### src/rtl/pcc_pkg.sv
package pcc_pkg;

    localparam int N_ARMS   = 2;
    localparam int N_DIRS   = 4;
    localparam int N_STN    = 2;
    localparam int N_QSPEC  = N_ARMS * N_DIRS;
    localparam int N_SPEC   = N_QSPEC + 1;
    localparam int N_QPOT   = N_QSPEC * N_STN;
    localparam int N_DIPOLE = 2;
    localparam int N_VETO   = 4;
    localparam int N_HIT    = N_QPOT + N_DIPOLE + N_VETO;
    localparam int DIP_BASE = N_QPOT;
    localparam int CODE_W   = 4;
    localparam int GRADE_W  = 2;
    localparam int CODES_W  = N_SPEC * CODE_W;

    typedef enum logic [GRADE_W-1:0] {
        GRADE_NONE     = 2'd0,
        GRADE_CLEAN    = 2'd1,
        GRADE_ONE_HALO = 2'd2,
        GRADE_TWO_HALO = 2'd3
    } grade_e;

    typedef struct packed {
        logic second;
        logic first;
    } pot_pair_t;

    // Opposite spectrometer: other arm, direction reversed (Up<->Down, In<->Out).
    function automatic int unsigned opp_spec(input int unsigned s);
        int unsigned arm;
        int unsigned dir;
        arm = s / N_DIRS;
        dir = s % N_DIRS;
        return (N_ARMS - 1 - arm) * N_DIRS + (dir ^ 1);
    endfunction

    function automatic grade_e grade_of(input pot_pair_t own_it, input pot_pair_t opp_halo);
        if (!(own_it.first && own_it.second))
            return GRADE_NONE;
        case ({opp_halo.second, opp_halo.first})
            2'b00:   return GRADE_CLEAN;
            2'b11:   return GRADE_TWO_HALO;
            default: return GRADE_ONE_HALO;
        endcase
    endfunction

endpackage

### src/rtl/pcc_hit_router.sv
module pcc_hit_router
    import pcc_pkg::*;
(
    input  logic [N_HIT-1:0]  intime,
    input  logic [N_HIT-1:0]  halo,
    output pot_pair_t [N_SPEC-1:0] own_it,
    output pot_pair_t [N_SPEC-1:0] opp_halo
);

    genvar s;
    generate
        for (s = 0; s < N_QSPEC; s++) begin : g_quad
            localparam int unsigned OPP = opp_spec(s);
            assign own_it[s]   = intime[s*N_STN +: N_STN];
            assign opp_halo[s] = halo[OPP*N_STN +: N_STN];
        end
    endgenerate

    // Dipole spectrometer has no partner: its halo input is tied clear.
    assign own_it[N_QSPEC]   = intime[DIP_BASE +: N_DIPOLE];
    assign opp_halo[N_QSPEC] = '0;

    logic unused_hits;
    assign unused_hits = ^{intime[N_HIT-1:DIP_BASE+N_DIPOLE], halo[N_HIT-1:DIP_BASE]};

endmodule

### src/rtl/pcc_spec_grader.sv
module pcc_spec_grader
    import pcc_pkg::*;
(
    input  pot_pair_t own_it,
    input  pot_pair_t opp_halo,
    output grade_e    grade
);

    assign grade = grade_of(own_it, opp_halo);

endmodule

### src/rtl/pcc_out_reg.sv
module pcc_out_reg
    import pcc_pkg::*;
(
    input  logic                 clk,
    input  logic                 rst,
    input  logic                 capture,
    input  grade_e [N_SPEC-1:0]  grade_in,
    output logic [CODES_W-1:0]   codes,
    output logic                 valid
);

    logic [CODES_W-1:0] codes_next;

    always_comb begin
        for (int s = 0; s < N_SPEC; s++)
            codes_next[s*CODE_W +: CODE_W] = {{(CODE_W-GRADE_W){1'b0}}, grade_in[s]};
    end

    always_ff @(posedge clk) begin
        if (rst) begin
            codes <= '0;
            valid <= 1'b0;
        end else begin
            valid <= capture;
            if (capture)
                codes <= codes_next;
        end
    end

endmodule

### src/rtl/pot_coinc_classifier.sv
module pot_coinc_classifier
    import pcc_pkg::*;
(
    input  logic               clk,
    input  logic               rst,
    input  logic               bx_strobe,
    input  logic [N_HIT-1:0]   hit_intime,
    input  logic [N_HIT-1:0]   hit_halo,
    output logic [CODES_W-1:0] spec_code,
    output logic               codes_valid
);

    pot_pair_t [N_SPEC-1:0] own_it;
    pot_pair_t [N_SPEC-1:0] opp_halo;
    grade_e    [N_SPEC-1:0] grades;

    pcc_hit_router u_router (
        .intime   (hit_intime),
        .halo     (hit_halo),
        .own_it   (own_it),
        .opp_halo (opp_halo)
    );

    genvar s;
    generate
        for (s = 0; s < N_SPEC; s++) begin : g_grade
            pcc_spec_grader u_grader (
                .own_it   (own_it[s]),
                .opp_halo (opp_halo[s]),
                .grade    (grades[s])
            );
        end
    endgenerate

    pcc_out_reg u_out (
        .clk      (clk),
        .rst      (rst),
        .capture  (bx_strobe),
        .grade_in (grades),
        .codes    (spec_code),
        .valid    (codes_valid)
    );

endmodule

### config.mk
export PLATFORM = sky130hd
export DESIGN_NAME = pot_coinc_classifier
export DESIGN_NICKNAME = d
export VERILOG_FILES = /design/src/rtl/pcc_pkg.sv /design/src/rtl/pcc_hit_router.sv /design/src/rtl/pcc_spec_grader.sv /design/src/rtl/pcc_out_reg.sv /design/src/rtl/pot_coinc_classifier.sv
export SDC_FILE = /design/constraint.sdc
export NUM_CORES = 1
export LEC_CHECK = 0
export CORE_MARGIN = 2
export CORE_UTILIZATION = 36
export DETAILED_ROUTE_END_ITERATION = 10
export HOLD_SLACK_MARGIN = 0.02
export PLACE_DENSITY = 0.93
export REMOVE_ABC_BUFFERS = 1
export SLEW_MARGIN = 25
export SYNTH_ARGS = -nofsm -noshare
export SYNTH_HDL_FRONTEND = slang
export SYNTH_SLANG_ARGS = --single-unit
### constraint.sdc
create_clock -name clk -period 2.6 [get_ports clk]
set_input_delay 0.78 -clock clk [delete_from_list [all_inputs] [get_ports clk]]
set_output_delay 0.78 -clock clk [all_outputs]
set_load 0.02 [all_outputs]
* After elaboration in Yosys (flattened, before gate mapping) *
Index checks and enable logic that the tools add are counted.

operators by class
  equal/unequal tests = 8
  muxes and demuxes = 17
  reductions and logical operators = 17

operators with widths
  kind                count
  $pmux 2 s2          8
  $eq 2x2->1 const B  8
  $logic_not 2->1     8
  $mux 2              8
  $logic_and 1x1->1   9
  $mux 1              1

storage, ports and cells
  output and inout port bits = 37
  bits in registers = 19
  bits of input ports = 47
  word-level logic and storage cells = 44

* Longest topological paths before layout *
Gate-level depths: netlist of the first run.

  depth in word-level cells = 3
  depth in mapped cells = 4
  mapped depth without buffers = 4

* By module *
A second synthesis of the first run with hierarchy kept.

second synthesis, totals
  cell total of the unflattened synthesis = 161
  area total of the unflattened synthesis = 1426.4 µm²

modules (own cells, without submodules)
  module           area an instance (µm²)  cells each  seq. area each (µm²)  instances
  pcc_out_reg      814.5                   79          380.4                 1
  pcc_spec_grader  37.5                    5           0.0                   9
  pcc_hit_router   274.0                   37          0.0                   1

* Worst setup path after synthesis of the first run *
No wires, ideal clock.

  kind = input -> register
  start = input hit_halo[2]
  end = register u_out.codes[16]
  path buffers = 0
  library setup time = 0.066 ns
  data required time = 2.534 ns
  setup slack = 1.188 ns
  arrival time = 1.346 ns
  stages on the path = 4
  path through = inv_1 > ha_1 > nand4b_1 > a21oi_2

on the way
  word-level cells in the longest chain between the ends = 3
  elaborated cells between the ends (all ways) = 4
  those cells by class = 1 x eq/ne; 2 x mux; 1 x reduce/logical

ends and longest elaborated chain
  element                                        line                       text
  start: declaration                             pot_coinc_classifier.sv:8  input logic [N_HIT-1:0] hit_halo,
  $eq 2x2->1 or $logic_not 2->1 (tied branches)  pcc_pkg.sv:41              case ({opp_halo.second, opp_halo.first})
  $pmux 2 s2 (*)                                 pcc_pkg.sv:41
  $mux 2 (*)                                     pcc_pkg.sv:41
  end signal: assignment                         pcc_out_reg.sv:26          codes <= codes_next;
  end: declaration                               pcc_out_reg.sv:8           output logic [CODES_W-1:0] codes,

Mark *: on every way between the ends. The rest lies on a longest branch, timed or not.
A chain may end at the register's enable or synchronous reset.

* Worst setup path in the final report of the first run *
  start = register u_out.codes[16]
  end = output spec_code[16]

RTL lines
  element           line                       text
  end: declaration  pot_coinc_classifier.sv:9  output logic [CODES_W-1:0] spec_code,

No word-level cell between the ends.

==> impl_metrics.ini, run 1 <==
[worst_setup_path]
required_ns = 1.82
reg2reg_from = u_out.codes[16]$_SDFFE_PP0P_
critical_path.top_delay_family = buffers and inverters
worstSetupStartpointType = flop
cp_num_buf_inv = 1
worstSetupPathType = flop to output port
startpoint = u_out.codes[16]$_SDFFE_PP0P_
crit_chain = clkdlybuf4s50_1
r2r_setup_slack_ns = 1.98
cp-endpoint = spec_code[16]
arrival_ns = 1.30
critical_path_depth = 1
crit_slowest_cell = clkdlybuf4s50_1
worstRegToRegCells = 2
path_max_fanout = 2
endpoint_kind = output port
reg2reg_to = u_out.codes[16]$_SDFFE_PP0P_
critPathMaxStageDelay_ns = 0.62

[clocking]
cts_hold_buf = 0
cts_sinks = 18
htree_num_levels = 1
cts_buffers = 3
cts_buffer_depth = 2
postCtsSetupBuffers = 0
cts.clk_slew.worst_paths_ns = 0.10
clkLatencyLatePin_ns = 0.29
tritoncts = built
cts_root_buf = clkbuf_4
cts_resized = 0

[cells_and_area]
stdcell_area_um2 = 1600
multi_input_area_um2 = 548
final_common_cell = clkdlybuf4s50_1
fin_cells = 206
fillers = 274
regArea_um2 = 360
final_cell_mix = 54 x clkdlybuf4s50_1, 19 x conb_1, 18 x dfxtp_1
antennaDiodeCount = 0
area_growth_pct = 45.8
nets = 229
fin_util_pct = 53.8
drive_gt1_share_pct = 6.94

[yosys]
syn-mean-instance-area_um2 = 9.15
synthCells = 120
ys_seq_area_share_pct = 32.8
yosysWarnings = 0
synth-seq-cells = 18
netlist_area_um2 = 1100
yosysUniqueCellTypes = 14

[placed_design]
place.gp.congestion = 0.678
postPlaceCellArea_um2 = 1570
place_ws_ns = 0.656
post-dp-hpwl_um = 1660
numPortBuffers = 54
dp_cells = 202

[timing]
hold_viol_final = 0
fin_tns_setup_ns = 0
post-route-period-util_pct = 80.2
slew_viol_final = 0
fmax_ghz = 0.480
min_period_ns = 2.08
setup_viol = 0
rsz0062_at_grt = false
fin_ws_ns = 0.515
fin_worst_skew_ns = 0

[drt]
drtAntennaViolNets = 0
dr_total_vias = 922
initialDrtViolationCount = 24
drtPass1Iterations = 4
drt_wl_total_um = 2130
post_drt_wl_per_cell_um = 10.3
drcViolationCount = 0
avgViaCountPerCell = 4.48

[global_routing]
grt_overflow_total = 0
antenna_found_initial = 0
grt_pass1_wl_um = 3450
grt_start_max_net_pins = 36
grt_pass1_vias = 849
grt_usage_pct = 12.6

[die]
num_rows = 20
die_h_um = 59.2
die_width_um = 59.2
dieArea_um2 = 3510
core_um2 = 2980
initial_core_util_pct = 36.9
io_pins = 84

[power]
leakage_nw = 0.668
power.density_nw_per_um2 = 389
irDropWorstVdd_v = 0.000176

[outcome]
status = finished, final reports clean

[run]
maxCapViolations = 0

[worst_hold_path]
hp-class = flop to flop
[report_power, final]
group / switching [mW] / internal [mW] / leakage, nW
combinational: 0.0736 / 0.0875 / 0.501
sequential: 0.00478 / 0.285 / 0.146
clock: 0.0867 / 0.0853 / 0.0210
[cells by family (layout without fill, tap and decap cells)]
logic type | after synthesis | in the layout | share of synthesized area, %
buffers and inverters | 41 | 76 | 23.5
AO/OA/AOI/OAI | 17 | 17 | 8.77
other | 1 | 19 | 0.341
flip-flops | 18 | 18 | 32.8
adder cells (fa/ha/maj) | 8 | 8 | 9.11
AND/OR/NAND/NOR | 35 | 35 | 25.5
[worst min path at each step]
| stage | startpoint | to | slack (ns) | depth (start not counted) |
|---|---|---|---|---|
| floorplan | u_out.codes[32]$_SDFFE_PP0P_ | u_out.codes[32]$_SDFFE_PP0P_ | 0.54 | 2 |
| global placement | u_out.codes[8]$_SDFFE_PP0P_ | u_out.codes[8]$_SDFFE_PP0P_ | 0.46 | 2 |
| detailed placement | u_out.codes[8]$_SDFFE_PP0P_ | u_out.codes[8]$_SDFFE_PP0P_ | 0.46 | 2 |
| CTS | u_out.codes[8]$_SDFFE_PP0P_ | u_out.codes[8]$_SDFFE_PP0P_ | 0.48 | 2 |
| global route | u_out.codes[12]$_SDFFE_PP0P_ | u_out.codes[12]$_SDFFE_PP0P_ | 0.51 | 2 |
| finish | u_out.codes[8]$_SDFFE_PP0P_ | u_out.codes[8]$_SDFFE_PP0P_ | 0.48 | 2 |
[sequential cells by signal (all words and copies together) (netlist names)]
name and cells:
u_out.codes 17, u_out.valid 1
[worst reg2reg max path, cell delays in order (launching register included)]
cell and delay [ns]:
dfxtp_1 0.39, nand2b_4 0.06, a21oi_2 0.11
[per-layer routing]
metal / track usage, % / vias to the layer above / routed length (um)
met4: 5.84 / 0 / 41
met5: 0 / - / 0
li1: - / 466 / -
met3: 3.06 / 4 / 175
met2: 23.7 / 45 / 1070
met1: 12.9 / 407 / 845
[cells in the mapped netlist (all sizes together)]
library cell	number	area share (%)
conb	1	0.34
nand2b	17	12
inv	16	5.5
nor2b	1	0.57
a21oi	17	8.8
ha	8	9.1
nand4b	16	13
buf	25	18
dfxtp	18	33
nand3	1	0.46
[final cells by class]
type,instances,share of cell area [%]
Clock buffer,4,2.27
Inverter,16,3.75
Multi-Input combinational cell,79,34.2
Sequential cell,18,22.5
Tap cell,33,2.58
Timing Repair Buffer,56,34.7
[per-stage QoR]
step | power (mW) | hold slack (ns)
floorplan | 0.363 | 0.536
global placement | 0.453 | 0.457
detailed placement | 0.457 | 0.460
CTS | 0.632 | 0.477
global route | 0.653 | 0.506
finish | 0.622 | 0.475
Power figures use the tool's default switching activity.
==> inputs of run 2 (changes only) <==
Settings changed: CORE_UTILIZATION 36 to 30, PLACE_DENSITY 0.93 to 0.84.
Clock period 2.6 ns to 1.91 ns, I/O delays scaled along.
==> impl_metrics.ini, run 2 (synthesis gave the netlist of run 1 again) <==
[drt]
drcViolationCount = 0
initialDrtViolationCount = 21
drtPass1Iterations = 2
avgViaCountPerCell = 4.15
dr_total_vias = 905
drt_wl_total_um = 2000
drtAntennaViolNets = 0
post_drt_wl_per_cell_um = 9.17

[timing]
fmax_ghz = 0.538
fin_tns_setup_ns = 0
post-route-period-util_pct = 97.3
min_period_ns = 1.86
fin_ws_ns = 0.0520
hold_viol_final = 0
slew_viol_final = 0
setup_viol = 0
fin_worst_skew_ns = 0
rsz0062_at_grt = false
hold_ws_ns = 0.475

[worst_setup_path]
crit_chain = clkdlybuf4s50_1
critical_path.top_delay_family = buffers and inverters
reg2reg_from = u_out.codes[8]$_SDFFE_PP0P_
cp-endpoint = spec_code[16]
reg2reg_to = u_out.codes[8]$_SDFFE_PP0P_
worstRegToRegCells = 2
arrival_ns = 1.28
path_max_fanout = 2
cp_num_buf_inv = 1
r2r_setup_slack_ns = 1.29
required_ns = 1.34
worstSetupStartpointType = flop
startpoint = u_out.codes[16]$_SDFFE_PP0P_
critical_path_depth = 1
crit_slowest_cell = clkdlybuf4s50_1
endpoint_kind = output port
worstSetupPathType = flop to output port
critPathMaxStageDelay_ns = 0.62

[clocking]
cts_buffer_depth = 2
cts_buffers = 3
cts_root_buf = clkbuf_4
tritoncts = built
postCtsSetupBuffers = 0
cts.clk_slew.worst_paths_ns = 0.10
clkLatencyLatePin_ns = 0.28
cts_sinks = 18
htree_num_levels = 1
cts_hold_buf = 0

[power]
leakage_nw = 0.701
irDropWorstVdd_v = 0.000187
power_uw = 791
power.density_nw_per_um2 = 488
p_seq_share_pct = 49.8
power_switching_uw = 210
clkPwrFrac_pct = 22.5
internal-power_uw = 581
swShare_pct = 26.5
power_frac_comb_pct = 27.7

[cells_and_area]
reg.largest.list = u_out.codes x17, u_out.valid x1
fin_cells = 218
stdcell_area_um2 = 1620
drive_gt1_share_pct = 6.40
area_growth_pct = 47.6
antennaDiodeCount = 0
fin_util_pct = 47.5
nets = 229
largest_register_ffs = 17
final_common_cell = clkdlybuf4s50_1
regMostFlops = u_out.codes
final_cell_mix = 52 x clkdlybuf4s50_1, 19 x conb_1, 18 x dfxtp_1

[die]
num_rows = 21
core_um2 = 3420
die_width_um = 64.5
dieArea_um2 = 4160
io_pins = 84
die_h_um = 64.5
initial_core_util_pct = 32.2

[placed_design]
place_ws_ns = 0.179
numPortBuffers = 54
dp_cells = 215
post-dp-hpwl_um = 1610
place.gp.congestion = 0.645
postPlaceCellArea_um2 = 1590

[run]
maxCapViolations = 0

[worst_hold_path]
hp-class = flop to flop

[global_routing]
antenna_found_initial = 0
grt_pass1_vias = 797
grt_overflow_total = 0
grt_start_max_net_pins = 36
grt_pass1_wl_um = 3070
grt_usage_pct = 9.48

[outcome]
status = finished, final reports clean
[run 2: final cells by class]
type | instances | area (um2)
clock buffer | 3 | 22.5
fill | 338 | 1790
inverter | 16 | 60.1
multi-input combinational | 79 | 548
sequential | 18 | 360
tap | 46 | 57.6
timing repair buffer | 56 | 573
[run 2: tightest hold or removal path, delay by kind of cell (launching register included)]
| kind | cells | cell delay [ns] |
|---|---|---|
| and+or+nand+nor | 1 | 0.06 |
| AOI/OAI and AO/OA | 1 | 0.06 |
| DFF | 1 | 0.32 |
[run 2: power groups by stage]
stage	registers (mW)	clock network [mW]	logic, mW
floorplan	0.418	0	0.0766
global placement	0.402	0	0.218
detailed placement	0.403	0	0.221
CTS	0.394	0.193	0.222
global route	0.396	0.209	0.238
finish	0.394	0.178	0.219
[run 2: timing repair]
| action | 4_1_cts | 5_1_grt |
|---|---|---|
| hold endpoints to repair | 0 | 0 |
| endpoints found under the setup margin | 0 | 2 |
| gates resized for setup | 0 | 2 |
[run 2: worst min path at each step]
| stage | end | depth (start not counted) | from | slack [ns] |
|---|---|---|---|---|
| 6_report | u_out.codes[21]$_SDFFE_PP0P_ | 2 | u_out.codes[21]$_SDFFE_PP0P_ | 0.47 |
| 5_1_grt | u_out.codes[21]$_SDFFE_PP0P_ | 2 | u_out.codes[21]$_SDFFE_PP0P_ | 0.50 |
| 4_1_cts | u_out.codes[21]$_SDFFE_PP0P_ | 2 | u_out.codes[21]$_SDFFE_PP0P_ | 0.48 |
| 3_5_place_dp | u_out.codes[21]$_SDFFE_PP0P_ | 2 | u_out.codes[21]$_SDFFE_PP0P_ | 0.46 |
| 3_3_place_gp | u_out.codes[32]$_SDFFE_PP0P_ | 2 | u_out.codes[32]$_SDFFE_PP0P_ | 0.45 |
| 2_1_floorplan | u_out.codes[32]$_SDFFE_PP0P_ | 2 | u_out.codes[32]$_SDFFE_PP0P_ | 0.54 |
[run 2: per-layer routing]
layer | wire length [um] | GRT usage, % | vias to the layer above | share of wire, %
met5 | 0 | 0 | - | 0
met2 | 1060 | 18.4 | 38 | 53
li1 | - | - | 466 | -
met1 | 770 | 9.04 | 399 | 39
met4 | 34 | 6.38 | 0 | 1.7
met3 | 133 | 1.56 | 2 | 6.7
==> inputs of run 3 (changes only) <==
Settings changed: CELL_PAD_IN_SITES_DETAIL_PLACEMENT from default to 1, CELL_PAD_IN_SITES_GLOBAL_PLACEMENT from default to 2, CORE_UTILIZATION 30 to 15, PLACE_DENSITY 0.84 to 0.82.
==> impl_metrics.ini, run 3 (synthesis gave the netlist of run 1 again) <==
[worst_setup_path]
path_max_fanout = 2
critical_path.top_delay_family = buffers and inverters
worstSetupPathType = flop to output port
arrival_ns = 1.27
crit_slowest_cell = clkdlybuf4s50_1
required_ns = 1.34
cp-endpoint = spec_code[28]
startpoint = u_out.codes[28]$_SDFFE_PP0P_
critical_path_depth = 1
cp_num_buf_inv = 1
worstRegToRegCells = 2
worstSetupStartpointType = flop
endpoint_kind = output port
reg2reg_from = u_out.codes[0]$_SDFFE_PP0P_
reg2reg_to = u_out.codes[0]$_SDFFE_PP0P_
critPathMaxStageDelay_ns = 0.63
r2r_setup_slack_ns = 1.29
crit_chain = clkdlybuf4s50_1

[cells_and_area]
regMostFlops = u_out.codes
final_common_cell = clkdlybuf4s50_1
drive_gt1_share_pct = 6.94
final_cell_mix = 54 x clkdlybuf4s50_1, 19 x conb_1, 18 x dfxtp_1
reg.largest.list = u_out.codes x17, u_out.valid x1
multi_input_area_um2 = 548
antennaDiodeCount = 0
fin_cells = 272
fillers = 869
largest_register_ffs = 17
regArea_um2 = 360
area_growth_pct = 54.4
nets = 230

[placed_design]
place_ws_ns = 0.168
dp_cells = 269
post-dp-hpwl_um = 2190
place.gp.congestion = 0.610
numPortBuffers = 54

[timing]
rsz0062_at_grt = false
slew_viol_final = 0
fin_tns_setup_ns = 0
fin_worst_skew_ns = 0
post-route-period-util_pct = 96.3
hold_ws_ns = 0.470
hold_viol_final = 0
setup_viol = 0
min_period_ns = 1.84
fin_ws_ns = 0.0710
fmax_ghz = 0.544

[drt]
drcViolationCount = 0
drt_wl_total_um = 2680
drtPass1Iterations = 4
initialDrtViolationCount = 16
avgViaCountPerCell = 3.46
dr_total_vias = 942
post_drt_wl_per_cell_um = 9.85
drtAntennaViolNets = 0

[clocking]
cts_resized = 0
cts_buffers = 3
clkLatencyLatePin_ns = 0.25
cts_sinks = 18
cts_root_buf = clkbuf_8
cts_buffer_depth = 2
postCtsSetupBuffers = 0
tritoncts = built
cts.clk_slew.worst_paths_ns = 0.07
htree_num_levels = 1
cts_hold_buf = 0

[run]
maxCapViolations = 0

[die]
io_pins = 84
dieArea_um2 = 8020
initial_core_util_pct = 15.3
num_rows = 31
core_um2 = 7180
die_width_um = 89.6
die_h_um = 89.6

[worst_hold_path]
hp-class = flop to flop

[global_routing]
antenna_found_initial = 0
grt_pass1_wl_um = 4120
grt_start_max_net_pins = 20
grt_pass1_vias = 904
grt_usage_pct = 6.70
grt_overflow_total = 0

[power]
power.density_nw_per_um2 = 522
leakage_nw = 0.673
irDropWorstVdd_v = 0.000153

[outcome]
status = finished, final reports clean
## run 3: final cells by class
| cell class | instances | area share, % |
|---|---|---|
| multi-input cells | 79 | 32.3 |
| flip-flops and latches | 18 | 21.2 |
| clock buffers | 3 | 2.43 |
| inverters | 16 | 3.54 |
| repair buffers | 57 | 33.2 |
| well taps | 99 | 7.30 |
## run 3: how the worst min path moves through the flow
stage	slack (ns)	cells after the start	startpoint	endpoint
6_report	0.47	2	u_out.codes[32]$_SDFFE_PP0P_	u_out.codes[32]$_SDFFE_PP0P_
4_1_cts	0.47	2	u_out.codes[32]$_SDFFE_PP0P_	u_out.codes[32]$_SDFFE_PP0P_
3_3_place_gp	0.46	2	u_out.codes[12]$_SDFFE_PP0P_	u_out.codes[12]$_SDFFE_PP0P_
5_1_grt	0.50	2	u_out.codes[5]$_SDFFE_PP0P_	u_out.codes[5]$_SDFFE_PP0P_
2_1_floorplan	0.54	2	u_out.codes[32]$_SDFFE_PP0P_	u_out.codes[32]$_SDFFE_PP0P_
3_5_place_dp	0.46	2	u_out.codes[32]$_SDFFE_PP0P_	u_out.codes[32]$_SDFFE_PP0P_
## run 3: metal layers
| layer | wire length, um | part of all wire, % | global-route usage [%] |
|---|---|---|---|
| met5 | 0 | 0 | 0 |
| met3 | 199 | 7.4 | 1.28 |
| met4 | 40 | 1.5 | 3.66 |
| met1 | 1100 | 41 | 7.27 |
| met2 | 1340 | 50 | 12.2 |
## run 3: power by group
group | leakage (nW) | total [mW] | switching (mW) | internal [mW]
Combinational | 0.505 | 0.223 | 0.103 | 0.120
Clock | 0.0216 | 0.268 | 0.128 | 0.140
Sequential | 0.146 | 0.394 | 0.00671 | 0.388
## run 3: worst min-delay path: cells and delay by family, from the launching register on
family          cells  cell delay, ns
simple gates        1            0.06
flops               1            0.31
compound gates      1            0.05
## run 3: stage by stage
step	util (%)	area (um2)	power, mW
after global routing	23.6	1700	0.942
final	23.6	1700	0.886
after detailed placement	23.1	1660	0.629
after CTS	23.6	1700	0.913
after global placement	23.1	1660	0.626
after floorplan	-	968	0.495
